==> config.mk <==
export PLATFORM = sky130hd
export DESIGN_NAME = pairdet
export DESIGN_NICKNAME = d
export VERILOG_FILES = /design/src/rtl/pairdet_pkg.sv /design/src/rtl/pairdet_datapath.sv /design/src/rtl/pairdet_ctrl.sv /design/src/rtl/pairdet.sv
export SDC_FILE = /design/constraint.sdc
export NUM_CORES = 1
export LEC_CHECK = 0
export ABC_AREA = 1
export BUFFER_PORTS_ARGS = -buffer_cell sky130_fd_sc_hd__clkbuf_2
export CAP_MARGIN = 25
export CORE_AREA = 2 2 39 41
export CTS_BUF_LIST = sky130_fd_sc_hd__clkbuf_16
export DETAILED_ROUTE_END_ITERATION = 10
export DIE_AREA = 0 0 41 43
export GPL_ROUTABILITY_DRIVEN = 0
export PLACE_DENSITY = 0.42
export SYNTH_ARGS = -nofsm -noshare
export SYNTH_HDL_FRONTEND = slang
export SYNTH_HIERARCHICAL = 1
export SYNTH_SLANG_ARGS = --single-unit
==> constraint.sdc <==
create_clock -name clk -period 2.85 [get_ports clk]
set_input_delay 0.57 -clock clk [delete_from_list [all_inputs] [get_ports clk]]
set_output_delay 0.57 -clock clk [all_outputs]
set_load 0.01 [all_outputs]
==> src/rtl/pairdet_pkg.sv <==
package pairdet_pkg;

  typedef enum logic [1:0] {
    PH_IDLE  = 2'd0,
    PH_WATCH = 2'd1,
    PH_LATCH = 2'd2
  } phase_e;

  // Strobes from control to datapath
  typedef struct packed {
    logic clearAll;
    logic capturePrev;
    logic markLow;
    logic markHigh;
  } dpStrobe_t;

  // Status from datapath to control
  typedef struct packed {
    logic lowPairNow;
    logic highPairNow;
    logic lowSeen;
    logic highSeen;
  } dpStatus_t;

endpackage

==> src/rtl/pairdet_datapath.sv <==
module pairdet_datapath
  import pairdet_pkg::*;
#(
  parameter int RUN_LEN = 2
) (
  input  logic      clk,
  input  logic      xIn,
  input  dpStrobe_t strobe,
  output dpStatus_t status
);

  localparam int CNT_W = $clog2(RUN_LEN + 1);
  localparam logic [CNT_W-1:0] RUN_MAX = CNT_W'(RUN_LEN);
  localparam logic [CNT_W-1:0] RUN_ONE = CNT_W'(1);

  logic             prevBit;
  logic [CNT_W-1:0] runCnt;
  logic [CNT_W-1:0] nextCnt;
  logic             lowSeen;
  logic             highSeen;

  // Length of the run that includes the bit being sampled now
  always_comb begin
    if (runCnt != '0 && xIn == prevBit) begin
      nextCnt = (runCnt == RUN_MAX) ? RUN_MAX : runCnt + RUN_ONE;
    end else begin
      nextCnt = RUN_ONE;
    end
  end

  always_comb begin
    status.lowPairNow  = (nextCnt == RUN_MAX) && !xIn;
    status.highPairNow = (nextCnt == RUN_MAX) && xIn;
    status.lowSeen     = lowSeen;
    status.highSeen    = highSeen;
  end

  always_ff @(posedge clk) begin
    if (strobe.clearAll) begin
      prevBit  <= 1'b0;
      runCnt   <= '0;
      lowSeen  <= 1'b0;
      highSeen <= 1'b0;
    end else begin
      if (strobe.capturePrev) begin
        prevBit <= xIn;
        runCnt  <= nextCnt;
      end
      if (strobe.markLow)  lowSeen  <= 1'b1;
      if (strobe.markHigh) highSeen <= 1'b1;
    end
  end

  AST_LOW_FLAG_STICKS: assert property (@(posedge clk) disable iff (strobe.clearAll)
    lowSeen |=> lowSeen);
  AST_HIGH_FLAG_STICKS: assert property (@(posedge clk) disable iff (strobe.clearAll)
    highSeen |=> highSeen);
  AST_RUN_BOUNDED: assert property (@(posedge clk) disable iff (strobe.clearAll)
    runCnt <= RUN_MAX);
  AST_CLEAR_EMPTIES_RUN: assert property (@(posedge clk)
    strobe.clearAll |=> (runCnt == '0 && !lowSeen && !highSeen));

endmodule

==> src/rtl/pairdet_ctrl.sv <==
module pairdet_ctrl
  import pairdet_pkg::*;
(
  input  logic      clk,
  input  logic      initIn,
  input  dpStatus_t status,
  output dpStrobe_t strobe,
  output logic      zOut
);

  phase_e phase;
  phase_e phaseNext;
  logic   bothNext;
  logic   active;

  assign bothNext = (status.lowSeen  || status.lowPairNow) &&
                    (status.highSeen || status.highPairNow);
  assign active   = !initIn && (phase != PH_LATCH);

  always_comb begin
    strobe.clearAll    = initIn;
    strobe.capturePrev = active;
    strobe.markLow     = active && status.lowPairNow;
    strobe.markHigh    = active && status.highPairNow;
  end

  always_comb begin
    phaseNext = phase;
    if (initIn) begin
      phaseNext = PH_IDLE;
    end else begin
      unique case (phase)
        PH_IDLE:  phaseNext = bothNext ? PH_LATCH : PH_WATCH;
        PH_WATCH: phaseNext = bothNext ? PH_LATCH : PH_WATCH;
        PH_LATCH: phaseNext = PH_LATCH;
        default:  phaseNext = PH_IDLE;
      endcase
    end
  end

  always_ff @(posedge clk) begin
    phase <= phaseNext;
  end

  assign zOut = (phase == PH_LATCH);

  AST_INIT_FORCES_IDLE: assert property (@(posedge clk)
    initIn |=> (phase == PH_IDLE));
  AST_LATCH_HOLDS: assert property (@(posedge clk) disable iff (initIn)
    (phase == PH_LATCH) |=> (phase == PH_LATCH));
  AST_IDLE_LEAVES: assert property (@(posedge clk) disable iff (initIn)
    (phase == PH_IDLE) |=> (phase == PH_WATCH));

endmodule

==> src/rtl/pairdet.sv <==
module pairdet
  import pairdet_pkg::*;
#(
  parameter int RUN_LEN = 2
) (
  input  logic clk,
  input  logic initIn,
  input  logic xIn,
  output logic zOut
);

  dpStrobe_t strobe;
  dpStatus_t status;

  pairdet_ctrl ctrl_i (
    .clk    (clk),
    .initIn (initIn),
    .status (status),
    .strobe (strobe),
    .zOut   (zOut)
  );

  pairdet_datapath #(.RUN_LEN(RUN_LEN)) dp_i (
    .clk    (clk),
    .xIn    (xIn),
    .strobe (strobe),
    .status (status)
  );

  AST_Z_NEEDS_BOTH: assert property (@(posedge clk) disable iff (initIn)
    zOut |-> (status.lowSeen && status.highSeen));
  AST_Z_RISES_ON_PAIR: assert property (@(posedge clk) disable iff (initIn)
    $rose(zOut) |-> $past(status.lowPairNow || status.highPairNow));

endmodule

==> flow_summary.ini, run 1 <==
[grt]
antenna_found_initial = 0
grt_usage_pct = 10.3
grt_max_degree = 7
grt_pass1_vias = 295
grt_first_pass_wirelength_um = 1100
grt.overflow.total = 0

[drt]
viasPerCell = 4.09
routed_wl_um = 640
drt-pass1-iter-count = 4
routedWlPerCell_um = 8.53
drtIter0Drc = 8
remaining_drc_errors = 0
ant_nets = 0
route.vias.total = 307

[layout]
seqCellArea_um2 = 140
area_growth_pct = 22.2
multi_input_area_um2 = 144
diodes = 0
fin_cells = 75
layout-drive-gt1-share_pct = 20.3
fillCellCount = 145
final_net_count = 64

[power]
comb_power_share_pct = 6.9
seqPwrFrac_pct = 28.7
p_sw_w = 0.0000736
peakVddDrop_mv = 0.371
p_per_area_nw_per_um2 = 799
p_int_w = 0.000295
pwr-share-clk_pct = 64.4
p_sw_share_pct = 19.9
p_leak_nw = 0.267

[timing]
period_share_pct = 48.7
setup_viol = 0
hold_viol_final = 0
fmax_mhz = 721
fin_crit_ns = 1.39
tightestPinTransition_ns = 0.168
final.setup.tns_ns = 0
slew_headroom_pct = 88.8
finClkSkew_ns = 0.000448
slew_viol_final = 0
rsz0062_at_grt = false

[synth]
synth_top_cell_by_area = dfxtp_1
synth_nets = 60
ys_seq_area_share_pct = 37.1
synth_area_um2 = 378
synth_cells = 56
synth_top_cell_area_share_pct = 37.1
synth_warnings = 6
ys_ff_latch = 7
synth_cell_type_count = 15
yosys-top-cells-area = dfxtp_1 37%, inv_1 14%, nand2_1 8.9%
synth_area_per_cell_um2 = 6.75

[floorplan]
die_width_um = 41
core_um2 = 1380
initial_core_util_pct = 27.3
die_y_um = 43
fp-row-count = 14
dieArea_um2 = 1760
io_pins = 4

[clocking]
cts.sinks = 7
cts_hold_buf = 0
cts-root-buf = clkbuf_16
insertion_delay_ns = 0.23
h-tree-depth = 1
cts_resized = 0
cts_setup_buffers = 0
cts_buffer_depth = 2
cts_tree = done
clk_pin_slew_ns = 0.04
cts_made_buffers = 3

[place]
numPortBuffers = 3
post-dp-hpwl_um = 454
dp.cells = 71

[run_status]
status = complete, no violations

[hold_path]
hold_path_class = reg -> reg
hp-start = dp_i/lowSeen

[worst_setup_path]
start_kind = flip-flop
cp_max_fo = 2
r2r-start = dp_i/runCnt[0]
cp.required_ns = 2.28
worst_ep_arrival_time_ns = 0.82
startpoint = ctrl_i/phase[1]
endpoint_kind = output port
critPathKind = reg -> out

[run]
max_cap_violations = 0
-- kinds of logic after synthesis --
family	count (synthesis)	synth area share, %
and+or+nand+nor	19	22.2
buffers and inverters	21	24.8
DFF	7	37.1
adders and majority gates	1	3.31
AOI/OAI and AO/OA	8	12.6
-- final cells by class --
cell class | instances | area share, %
multi-input combinational | 28 | 31.2
sequential | 7 | 30.4
clock buffer | 3 | 16.3
inverter | 17 | 13.8
tap | 16 | 4.34
timing repair buffer | 3 | 3.25
clock inverter | 1 | 0.813
-- routing by layer --
metal	global-route usage (%)	vias to the layer above	wire [um]
li1	-	168	-
met1	11.6	132	300
met2	13.1	3	291
met3	3.14	4	25
met4	12.0	0	22
met5	0	-	0
-- stage by stage --
| stage | hold WS, ns | instance area (um2) | setup slack (ns) | total power, W | utilization, % |
|---|---|---|---|---|---|
| finish | 0.469 | 462 | 1.46 | 0.000369 | 33.4 |
| global route | 0.534 | 462 | 1.37 | 0.000384 | 33.4 |
| CTS | 0.476 | 462 | 1.45 | 0.000375 | 33.4 |
| detailed placement | 0.468 | 383 | 1.46 | 0.000133 | 27.7 |
| global placement | 0.455 | 383 | 1.44 | 0.000133 | 27.7 |
| floorplan | 0.441 | 378 | 1.65 | 0.000129 | - |
-- worst paths after layout --
kind / cells past startpoint / slack, ns / end
worst max-delay path: 3 / 1.46 / zOut
worst max register to register: 10 / 1.57 / ctrl_i/phase[1]
worst min register to register: 2 / 0.47 / dp_i/lowSeen
worst min-delay path: 2 / 0.47 / dp_i/lowSeen
-- synthesized netlist by cell type, drive strengths merged --
| cell type | count |
|---|---|
| a21boi | 1 |
| a21oi | 3 |
| a31oi | 1 |
| buf | 4 |
| dfxtp | 7 |
| ha | 1 |
| inv | 17 |
| nand2 | 10 |
| nand3 | 1 |
| nand4 | 1 |
| nor2 | 7 |
| o21ai | 3 |
-- layout by cell type (no fill, tap or decap) --
cell type,count
nand3_1,1
a21boi_2,1
inv_1,15
clkbuf_16,3
nand4_2,1
dfxtp_1,7
nor2_1,7
nand2_2,1
ha_1,1
o21ai_0,2
o21ai_1,1
clkbuf_2,3
a21oi_1,3
nand2_1,9
inv_2,3
a31oi_1,1
-- flip-flops by register name, summed over array words and instances, names as in the netlist --
register       cells
ctrl_i/phase       2
dp_i/runCnt        2
dp_i/highSeen      1
dp_i/lowSeen       1
dp_i/prevBit       1
-- critical path, stage by stage (launching register included) --
cell	delay, ns
dfxtp_1	0.32
nand2_1	0.07
inv_1	0.07
clkbuf_2	0.13
-- power by group through the flow --
stage	Combinational, W	Sequential (W)	Clock [W]
floorplan	0.0000224	0.000107	0
global placement	0.0000253	0.000107	0
detailed placement	0.0000250	0.000108	0
CTS	0.0000255	0.000106	0.000244
global route	0.0000300	0.000107	0.000248
finish	0.0000253	0.000106	0.000238
Note: power is estimated with default switching activity, not from simulation.
==> inputs of run 2 (changes only) <==
PLACE_DENSITY = 0.44   (was 0.42)
clock period = 1.2 ns   (was 2.85 ns; I/O delays follow)
==> run 2 against run 1 <==
The run now ends with negative setup slack left; routed wire length up 0.63%; final area up 12%; combinational power rose to 3.5 times the previous value; final cell count up 2.7%; critical path depth up 7; first-iteration DRC count up 13%; count of clock-buffer cells in the layout unchanged; power up 140%; worst setup slack worse by 1.5 ns; die area unchanged; via count up 2.9%; highest routed layer unchanged.
==> flow_summary.ini, run 2 (synthesized netlist as in run 1, its figures left out) <==
[drt]
routed_wl_um = 644
route.vias.total = 316
routedWlPerCell_um = 8.36
viasPerCell = 4.10
drtIter0Drc = 9
drt-pass1-iter-count = 4
remaining_drc_errors = 0
ant_nets = 0

[layout]
final_net_count = 66
layout_common_cells = 10 x inv_1, 8 x inv_2, 7 x nand2_1, 6 x nor2_1, 5 x dfxtp_1
diodes = 0
layout-drive-gt1-share_pct = 44.3
top_regs = ctrl_i/phase: 2 flops, dp_i/runCnt: 2 flops
stdcell_area_um2 = 517
area_growth_pct = 36.8
fillCellCount = 148
fin_util_pct = 37.3
mostFrequentLayoutCell = inv_1

[timing]
post-route-worst-setup-slack_ns = -0.0478
hold_viol_final = 0
slew_headroom_pct = 86.2
slew_viol_final = 0
fmax_mhz = 801
tightestPinTransition_ns = 0.205
period_share_pct = 104
finClkSkew_ns = 0.00242
setup_viol = 2
rsz0062_at_grt = true
fin_crit_ns = 1.25

[worst_setup_path]
start_kind = flip-flop
worst_ep_arrival_time_ns = 1.41
r2r_end = dp_i/lowSeen
critPathMaxStageDelay_ns = 0.32
endpoint_kind = flip-flop
regToRegSetupSlack_ns = -0.05
r2r-start = dp_i/runCnt[0]
critPathKind = reg -> reg
worstPathCellList = inv_2 -> ha_4 -> nand4_4 -> inv_2 -> nand2_1 -> inv_2 -> inv_2 -> nor2_1 -> nor2_1 -> nor2_1
reg2reg_depth = 10
cp_max_fo = 2
cp.required_ns = 1.36
cpMostUsedCell = inv_2
startpoint = dp_i/runCnt[0]
cpMaxStageDelayCell = dfxtp_2

[floorplan]
die_y_um = 43
fp-row-count = 14
core_um2 = 1380
die_width_um = 41
initial_core_util_pct = 27.3
dieArea_um2 = 1760
io_pins = 4

[grt]
antenna_found_initial = 0
grt_usage_pct = 9.96
grt_first_pass_wirelength_um = 1160
grt_pass1_vias = 309
grt.overflow.total = 0
grt_max_degree = 7

[power]
p_sw_share_pct = 19.7
seqPwrFrac_pct = 28.4
comb_power_share_pct = 9.9
p_sw_w = 0.000176
p_int_w = 0.000717
p_per_area_nw_per_um2 = 1730
p_leak_nw = 0.264
pwr-share-clk_pct = 61.7
peakVddDrop_mv = 0.850
power_w = 0.000892

[place]
pre_cts_ws_ns = -0.0506
numPortBuffers = 3
dpl_cell_area_um2 = 390
post-dp-hpwl_um = 452

[clocking]
cts-root-buf = clkbuf_16
h-tree-depth = 1
insertion_delay_ns = 0.23
cts_tree = done
cts_made_buffers = 3
cts_buffer_depth = 2
cts.sinks = 7
clk_pin_slew_ns = 0.04

[run_status]
status = finished with violations
violations = negative setup slack

[hold_path]
hp-start = initIn
hold_path_class = in -> reg
hold_end = dp_i/highSeen
min_path_cells = 2

[run]
max_cap_violations = 0
-- run 2: cell count changes in the layout (fill, tap and decap cells not counted), moves of 2 or more --
cell,previous run,this run
buf_4,0,2
dfxtp_1,7,5
dfxtp_2,0,2
inv_1,15,10
inv_2,3,8
nand2_1,9,7
nand2_2,1,3
-- run 2: final cells by class --
type,count,area (um2),area share (%)
clock buffers,3,75.1,14.5
clock inverters,1,3.75,0.726
inverters,17,63.8,12.3
repair buffers,5,30.0,5.81
well taps,16,20.0,3.87
flip-flops and latches,7,143,27.6
multi-input cells,28,181,35.1
-- run 2: metrics by stage --
stage / setup TNS, ns / std cells / hold WS (ns)
finish: -0.0530 / 77 / 0.240
floorplan: 0 / 56 / 0.394
global placement: -0.126 / 72 / 0.453
detailed placement: -0.0954 / 72 / 0.467
global route: -0.350 / 77 / 0.256
CTS: 0 / 77 / 0.250
-- run 2: metal layers --
layer / vias to the layer above / track usage, % / part of all wire, %
met5: - / 0 / 0
met4: 0 / 6.00 / 0.93
met3: 2 / 3.14 / 1.4
met2: 3 / 14.1 / 45
met1: 141 / 12.6 / 53
li1: 170 / - / -
-- run 2: worst max-delay path by stage --
stage / end / slack [ns] / depth (start not counted)
6_report: dp_i/lowSeen / -0.05 / 10
5_1_grt: dp_i/lowSeen / -0.12 / 10
4_1_cts: dp_i/highSeen / 0.007 / 10
3_5_place_dp: ctrl_i/phase[1] / -0.05 / 10
3_3_place_gp: ctrl_i/phase[1] / -0.05 / 10
2_1_floorplan: ctrl_i/phase[1] / 0.02 / 10
-- run 2: critical path: cells and delay by family (launching register included) --
kind | cells | cell delay, ns
flip-flops | 1 | 0.32
buffers and inverters | 4 | 0.21
AND/OR/NAND/NOR | 5 | 0.40
adder cells (fa/ha/maj) | 1 | 0.26
-- run 2: what timing repair did --
| item | CTS | global route |
|---|---|---|
| pin swaps | 4 | 9 |
| setup endpoints to repair | 4 | 5 |
| hold buffers | 0 | 0 |
| setup buffers | 1 | 0 |
| gates resized for setup | 7 | 8 |
-- run 2: power by group through the flow --
stage | clock network [W] | registers [W] | logic (W)
2_1_floorplan | 0 | 0.000254 | 0.0000533
3_3_place_gp | 0 | 0.000255 | 0.0000630
3_5_place_dp | 0 | 0.000255 | 0.0000635
4_1_cts | 0.000566 | 0.000252 | 0.0000755
5_1_grt | 0.000580 | 0.000254 | 0.000103
6_report | 0.000551 | 0.000253 | 0.0000884
